===== src/rtl/pec_pkg.sv =====
package pec_pkg;
    typedef enum logic [1:0] {
        ST_ZERO  = 2'd0,
        ST_COUNT = 2'd1,
        ST_FULL  = 2'd2
    } cnt_state_e;

    localparam int FLAG_FIRST = 0;
    localparam int FLAG_EVT   = 1;
    localparam int NUM_FLAGS  = 2;
endpackage


===== src/rtl/pec_upd_edge.sv =====
module pec_upd_edge (
    input  logic clk,
    input  logic rst_n,
    input  logic upd_i,
    output logic upd_pulse_o
);
    logic upd_q;

    always_ff @(posedge clk) begin
        if (!rst_n) upd_q <= 1'b0;
        else        upd_q <= upd_i;
    end

    assign upd_pulse_o = upd_i & ~upd_q;
endmodule


===== src/rtl/pec_count_core.sv =====
module pec_count_core
    import pec_pkg::*;
#(
    parameter int CNT_W = 16
) (
    input  logic             clk,
    input  logic             rst_n,
    input  logic             evt_i,
    input  logic             upd_pulse_i,
    output logic [CNT_W-1:0] live_o,
    output logic             nonzero_o,
    output logic             first_evt_o
);
    localparam logic [CNT_W-1:0] CNT_ONE  = CNT_W'(1);
    localparam logic [CNT_W-1:0] CNT_MAX  = {CNT_W{1'b1}};
    localparam logic [CNT_W-1:0] CNT_EDGE = CNT_MAX - CNT_ONE;

    cnt_state_e       state_q, state_n;
    logic [CNT_W-1:0] live_q, live_n;

    // state register
    always_ff @(posedge clk) begin
        if (!rst_n) begin
            state_q <= ST_ZERO;
            live_q  <= '0;
        end else begin
            state_q <= state_n;
            live_q  <= live_n;
        end
    end

    // next state; update-clear overrides every other transition
    always_comb begin
        state_n = state_q;
        live_n  = live_q;
        if (upd_pulse_i) begin
            live_n  = evt_i ? CNT_ONE : '0;
            state_n = evt_i ? ST_COUNT : ST_ZERO;
        end else begin
            unique case (state_q)
                ST_ZERO: begin
                    if (evt_i) begin
                        live_n  = CNT_ONE;
                        state_n = ST_COUNT;
                    end
                end
                ST_COUNT: begin
                    if (evt_i) begin
                        live_n = live_q + CNT_ONE;
                        if (live_q == CNT_EDGE) state_n = ST_FULL;
                    end
                end
                ST_FULL: begin
                    state_n = ST_FULL;
                end
                default: begin
                    state_n = ST_ZERO;
                    live_n  = '0;
                end
            endcase
        end
    end

    // outputs
    always_comb begin
        live_o      = live_q;
        nonzero_o   = (state_q != ST_ZERO);
        first_evt_o = evt_i & (upd_pulse_i | (state_q == ST_ZERO));
    end
endmodule


===== src/rtl/pec_sticky.sv =====
module pec_sticky (
    input  logic clk,
    input  logic rst_n,
    input  logic set_i,
    input  logic clr_i,
    output logic q_o
);
    always_ff @(posedge clk) begin
        if (!rst_n)     q_o <= 1'b0;
        else if (set_i) q_o <= 1'b1;
        else if (clr_i) q_o <= 1'b0;
    end
endmodule


===== src/rtl/perf_evt_counter.sv =====
module perf_evt_counter
    import pec_pkg::*;
#(
    parameter int CNT_W = 16
) (
    input  logic             clk,
    input  logic             rst_n,
    input  logic             evt_i,
    input  logic             upd_i,
    input  logic             clr_first_i,
    input  logic             clr_evt_i,
    output logic [CNT_W-1:0] hold_o,
    output logic [CNT_W-1:0] live_o,
    output logic             nonzero_o,
    output logic             first_latch_o,
    output logic             evt_latch_o
);
    logic                 upd_pulse;
    logic                 first_evt;
    logic [NUM_FLAGS-1:0] flag_set, flag_clr, flag_q;
    logic [CNT_W-1:0]     hold_q;

    pec_upd_edge u_edge (
        .clk         (clk),
        .rst_n       (rst_n),
        .upd_i       (upd_i),
        .upd_pulse_o (upd_pulse)
    );

    pec_count_core #(.CNT_W(CNT_W)) u_core (
        .clk         (clk),
        .rst_n       (rst_n),
        .evt_i       (evt_i),
        .upd_pulse_i (upd_pulse),
        .live_o      (live_o),
        .nonzero_o   (nonzero_o),
        .first_evt_o (first_evt)
    );

    assign flag_set[FLAG_FIRST] = first_evt;
    assign flag_set[FLAG_EVT]   = evt_i;
    assign flag_clr[FLAG_FIRST] = clr_first_i;
    assign flag_clr[FLAG_EVT]   = clr_evt_i;

    for (genvar g = 0; g < NUM_FLAGS; g++) begin : g_flag
        pec_sticky u_flag (
            .clk   (clk),
            .rst_n (rst_n),
            .set_i (flag_set[g]),
            .clr_i (flag_clr[g]),
            .q_o   (flag_q[g])
        );
    end

    assign first_latch_o = flag_q[FLAG_FIRST];
    assign evt_latch_o   = flag_q[FLAG_EVT];

    // holding register: loads only on an update-clear
    always_ff @(posedge clk) begin
        if (!rst_n)         hold_q <= '0;
        else if (upd_pulse) hold_q <= live_o;
    end
    assign hold_o = hold_q;
endmodule


===== config.mk =====
export PLATFORM = sky130hd
export DESIGN_NAME = perf_evt_counter
export DESIGN_NICKNAME = d
export VERILOG_FILES = /design/src/rtl/pec_pkg.sv /design/src/rtl/pec_upd_edge.sv /design/src/rtl/pec_count_core.sv /design/src/rtl/pec_sticky.sv /design/src/rtl/perf_evt_counter.sv
export SDC_FILE = /design/constraint.sdc
export NUM_CORES = 1
export LEC_CHECK = 0
export BUFFER_PORTS_ARGS = -buffer_cell sky130_fd_sc_hd__buf_2
export CAP_MARGIN = 25
export CORE_MARGIN = 3
export CORE_UTILIZATION = 56
export CTS_BUF_LIST = sky130_fd_sc_hd__clkbuf_16
export DETAILED_ROUTE_END_ITERATION = 7
export GPL_TIMING_DRIVEN = 0
export PLACE_DENSITY = 0.87
export SYNTH_ARGS = -nofsm -noshare
export SYNTH_HDL_FRONTEND = slang
export SYNTH_HIERARCHICAL = 1
export SYNTH_SLANG_ARGS = --single-unit

===== constraint.sdc =====
create_clock -name clk -period 5.1 [get_ports clk]
set_input_delay 0.51 -clock clk [delete_from_list [all_inputs] [get_ports clk]]
set_output_delay 0.51 -clock clk [all_outputs]
set_load 0.01 [all_outputs]

==> key figures <==
Routing
  • Detailed Route Iter0 Violations: 66
  • Initial DRT Pass Iterations: 5
  • Final WL: 3930 um
  • Post-DR wirelength/cell: 14.1 um
  • Vias/cell: approximately 5.5
  • DRT antenna net count: 0
  • Total number of vias: 1548
  • DRC Markers: 0

CTS
  • Clock Path Buffers: 2
  • TritonCTS Buffers: 5
  • Clock Latency Late Sink: 0.28 ns
  • Post-CTS Hold Buffers: 0
  • H-tree depth: 2
  • Sink Count: 37
  • Setup repair bufs after CTS: 0
  • Post-cts resize count: 0
  • CTS clk-pin slew, worst paths: 0.05 ns
  • CTS Root Cell: clkbuf_16
  • CTS tree: built

Die
  • IO Pins: 41
  • Starting Density: 0.616
  • Row cnt: 19
  • Core box area: 2900 um^2
  • Die Height: 62.5 um
  • Die area: 3910 um^2
  • DIE WIDTH: approximately 63 um

Logic synthesis
  • Synth warn: 6
  • Synthesized area per cell: 9.36 um^2
  • #FFs+latches synth: 37
  • Post-synth cell types: 42
  • Number of flops mapped to enable cells by yosys: 0
  • Top cell type's share of synthesized area: 0.414
  • Synthesized area: about 1800 um^2
  • Cells after synthesis: about 190
  • FFs w/ async S/R, synth: 0
  • Top post-synthesis cells by area: dfxtp_1 41%, mux2i_1 9.5%, nor2b_1 5.9%
  • Post-synthesis net count: a little over 200
  • Post-synth top area cell: dfxtp_1
  • Seq/Total Area, Yosys: 0.414
  • Top FF cell, synth: dfxtp_1

Run status
  • Outcome: finished clean

Timing
  • Fmax achieved: roughly 480 MHz
  • Final WS setup: 3.01 ns
  • RSZ-0062 raised after global routing: false
  • Final setup viols: 0
  • Max Slew Vio Count: 0
  • Crit share post-route: 0.410
  • Slew margin rel.: 0.700
  • Smallest hold slack: 0.455 ns
  • Post-route minimum period: 2.09 ns
  • Setup TNS: 0 ns
  • Clock skew: 0.00226 ns
  • Final hold vios: 0
  • Slew @ Worst Pin: roughly 0.45 ns

Global route
  • Total GRT Usage: 0.213
  • Largest net degree at the start of global routing: 15
  • Antenna violations before repair: 0
  • Vias in the first global route: 1494
  • First-pass GRT wire length: 6710 um
  • GR Overflow Total: 0

Cells and area
  • Commonest cells after routing, fill and taps aside: 43 x buf_2, 37 x dfxtp_1, 17 x mux2i_1, 17 x nor2b_1, 16 x a21oi_1
  • Commonest non-fill, non-tap cell in the layout: buf_2
  • Nets: 249
  • Fillers: 239
  • Area grow syn2layout: 21.4%
  • Fin cells: between 200 and 300
  • Share of cells above drive strength 1: 0.262
  • ANT cells: 0
  • Fin area: 2170 um^2

Place
  • Hpwl dp: 2730 um
  • DP Worst Slack: 2.89 ns
  • Placed Area: 2040 um^2
  • Routability congestion estimate: 0.797
  • Port bufs: 40
  • Placed insts: 273

Run
  • Max-Cap Viols: 0

Critical path
  • Critical path's largest stage delay: 0.46 ns
  • Critical Path Source Type: flip-flop
  • Critical path type: reg2reg
  • Critical-path cell list: inv_1 -> ha_1 -> nor2_1 -> o2111ai_2 -> buf_2 -> or3_2 -> a21oi_1
  • Crit Path Max Fanout: 10
  • Top delay family on crit path: simple AND/OR/NAND/NOR gates
  • Slowest cell on the critical path: or3_2
  • Number of buffers and inverters on the critical path: 2
  • Critical Path AT: about 2.3 ns
  • Crit. End Element: flip-flop
  • CP required: 5.30 ns

Min path
  • Hold Crit Class: in2reg

Pwr
  • Leakage: 0.000872 uW
  • Max VDD drop: 0.000246 V
  • Pwr dens: 294 nW/um^2
worst paths after layout:
| kind | end | depth (start not counted) | startpoint | slack (ns) |
|---|---|---|---|---|
| worst min-delay path | g_flag[1].u_flag/q_o | 2 | evt_i | 0.46 |
| worst min register to register | hold_o[10] | 2 | hold_o[10] | 0.51 |
| worst max register to register | u_core/live_o[5] | 7 | u_core/state_q[0] | 3.01 |
| worst max-delay path | u_core/live_o[5] | 7 | u_core/state_q[0] | 3.01 |
layout make-up:
| class | count | area [um^2] | share of cell area |
|---|---|---|---|
| plain buffers | 8 | 58.8 | 0.0271 |
| clock buffers | 5 | 125 | 0.0576 |
| clock inverters | 1 | 5.00 | 0.00231 |
| inverters | 8 | 30.0 | 0.0138 |
| multi-input cells | 138 | 958 | 0.441 |
| flip-flops and latches | 37 | 741 | 0.341 |
| well taps | 42 | 52.6 | 0.0242 |
| repair buffers | 40 | 200 | 0.0922 |
power by group:
part	leakage, uW	total, uW	switching, uW	internal, uW
Clock	0.0000655	279	105	174
Combinational	0.000507	60.8	33.3	27.5
Sequential	0.000299	299	4.44	294
synth_stat cells (2+ instances only):
master and instances:
mux2i_1 17, dfxtp_1 37, nand3_1 6, buf_2 3, and3_2 2, clkbuf_1 2, nand4_1 3, o31ai_1 5
o21ai_0 11, o21a_1 3, a21oi_1 16, nor2b_4 3, inv_1 8, or4_1 5, nand2b_1 4, or3_1 7
nor2b_1 17, ha_1 5, nor2_1 4, nand2_1 11
per-stage QoR:
step                      total power [uW]   util
after global routing                   664  0.748
after floorplan                        349      -
after global placement                 364  0.704
final                                  638  0.748
after detailed placement               365  0.704
after CTS                              642  0.748
registers in the layout, indices dropped and copies added, names as in the netlist:
name	flops
u_edge/upd_q	1
u_core/live_o	16
u_core/state_q	2
hold_o	16
g_flag.u_flag/q_o	2
cells by family after synthesis:
kind of cell	after synthesis	share of synthesized area
muxes	17	0.0952
buffers and inverters	16	0.0497
adders and majority gates	5	0.0350
xor gates and xnor gates	1	0.00490
and+or+nand+nor	70	0.242
DFF	37	0.414
AOI/OAI and AO/OA	45	0.159
metal layers:
layer / wire, um / part of all wire / GRT usage
met2: 1770 / 0.45 / 0.328
met1: 1840 / 0.47 / 0.268
met5: 0 / 0 / 0
met3: 266 / 0.068 / 0.0809
met4: 59 / 0.015 / 0.0854
No activity file was read; power rests on OpenSTA's default activity.
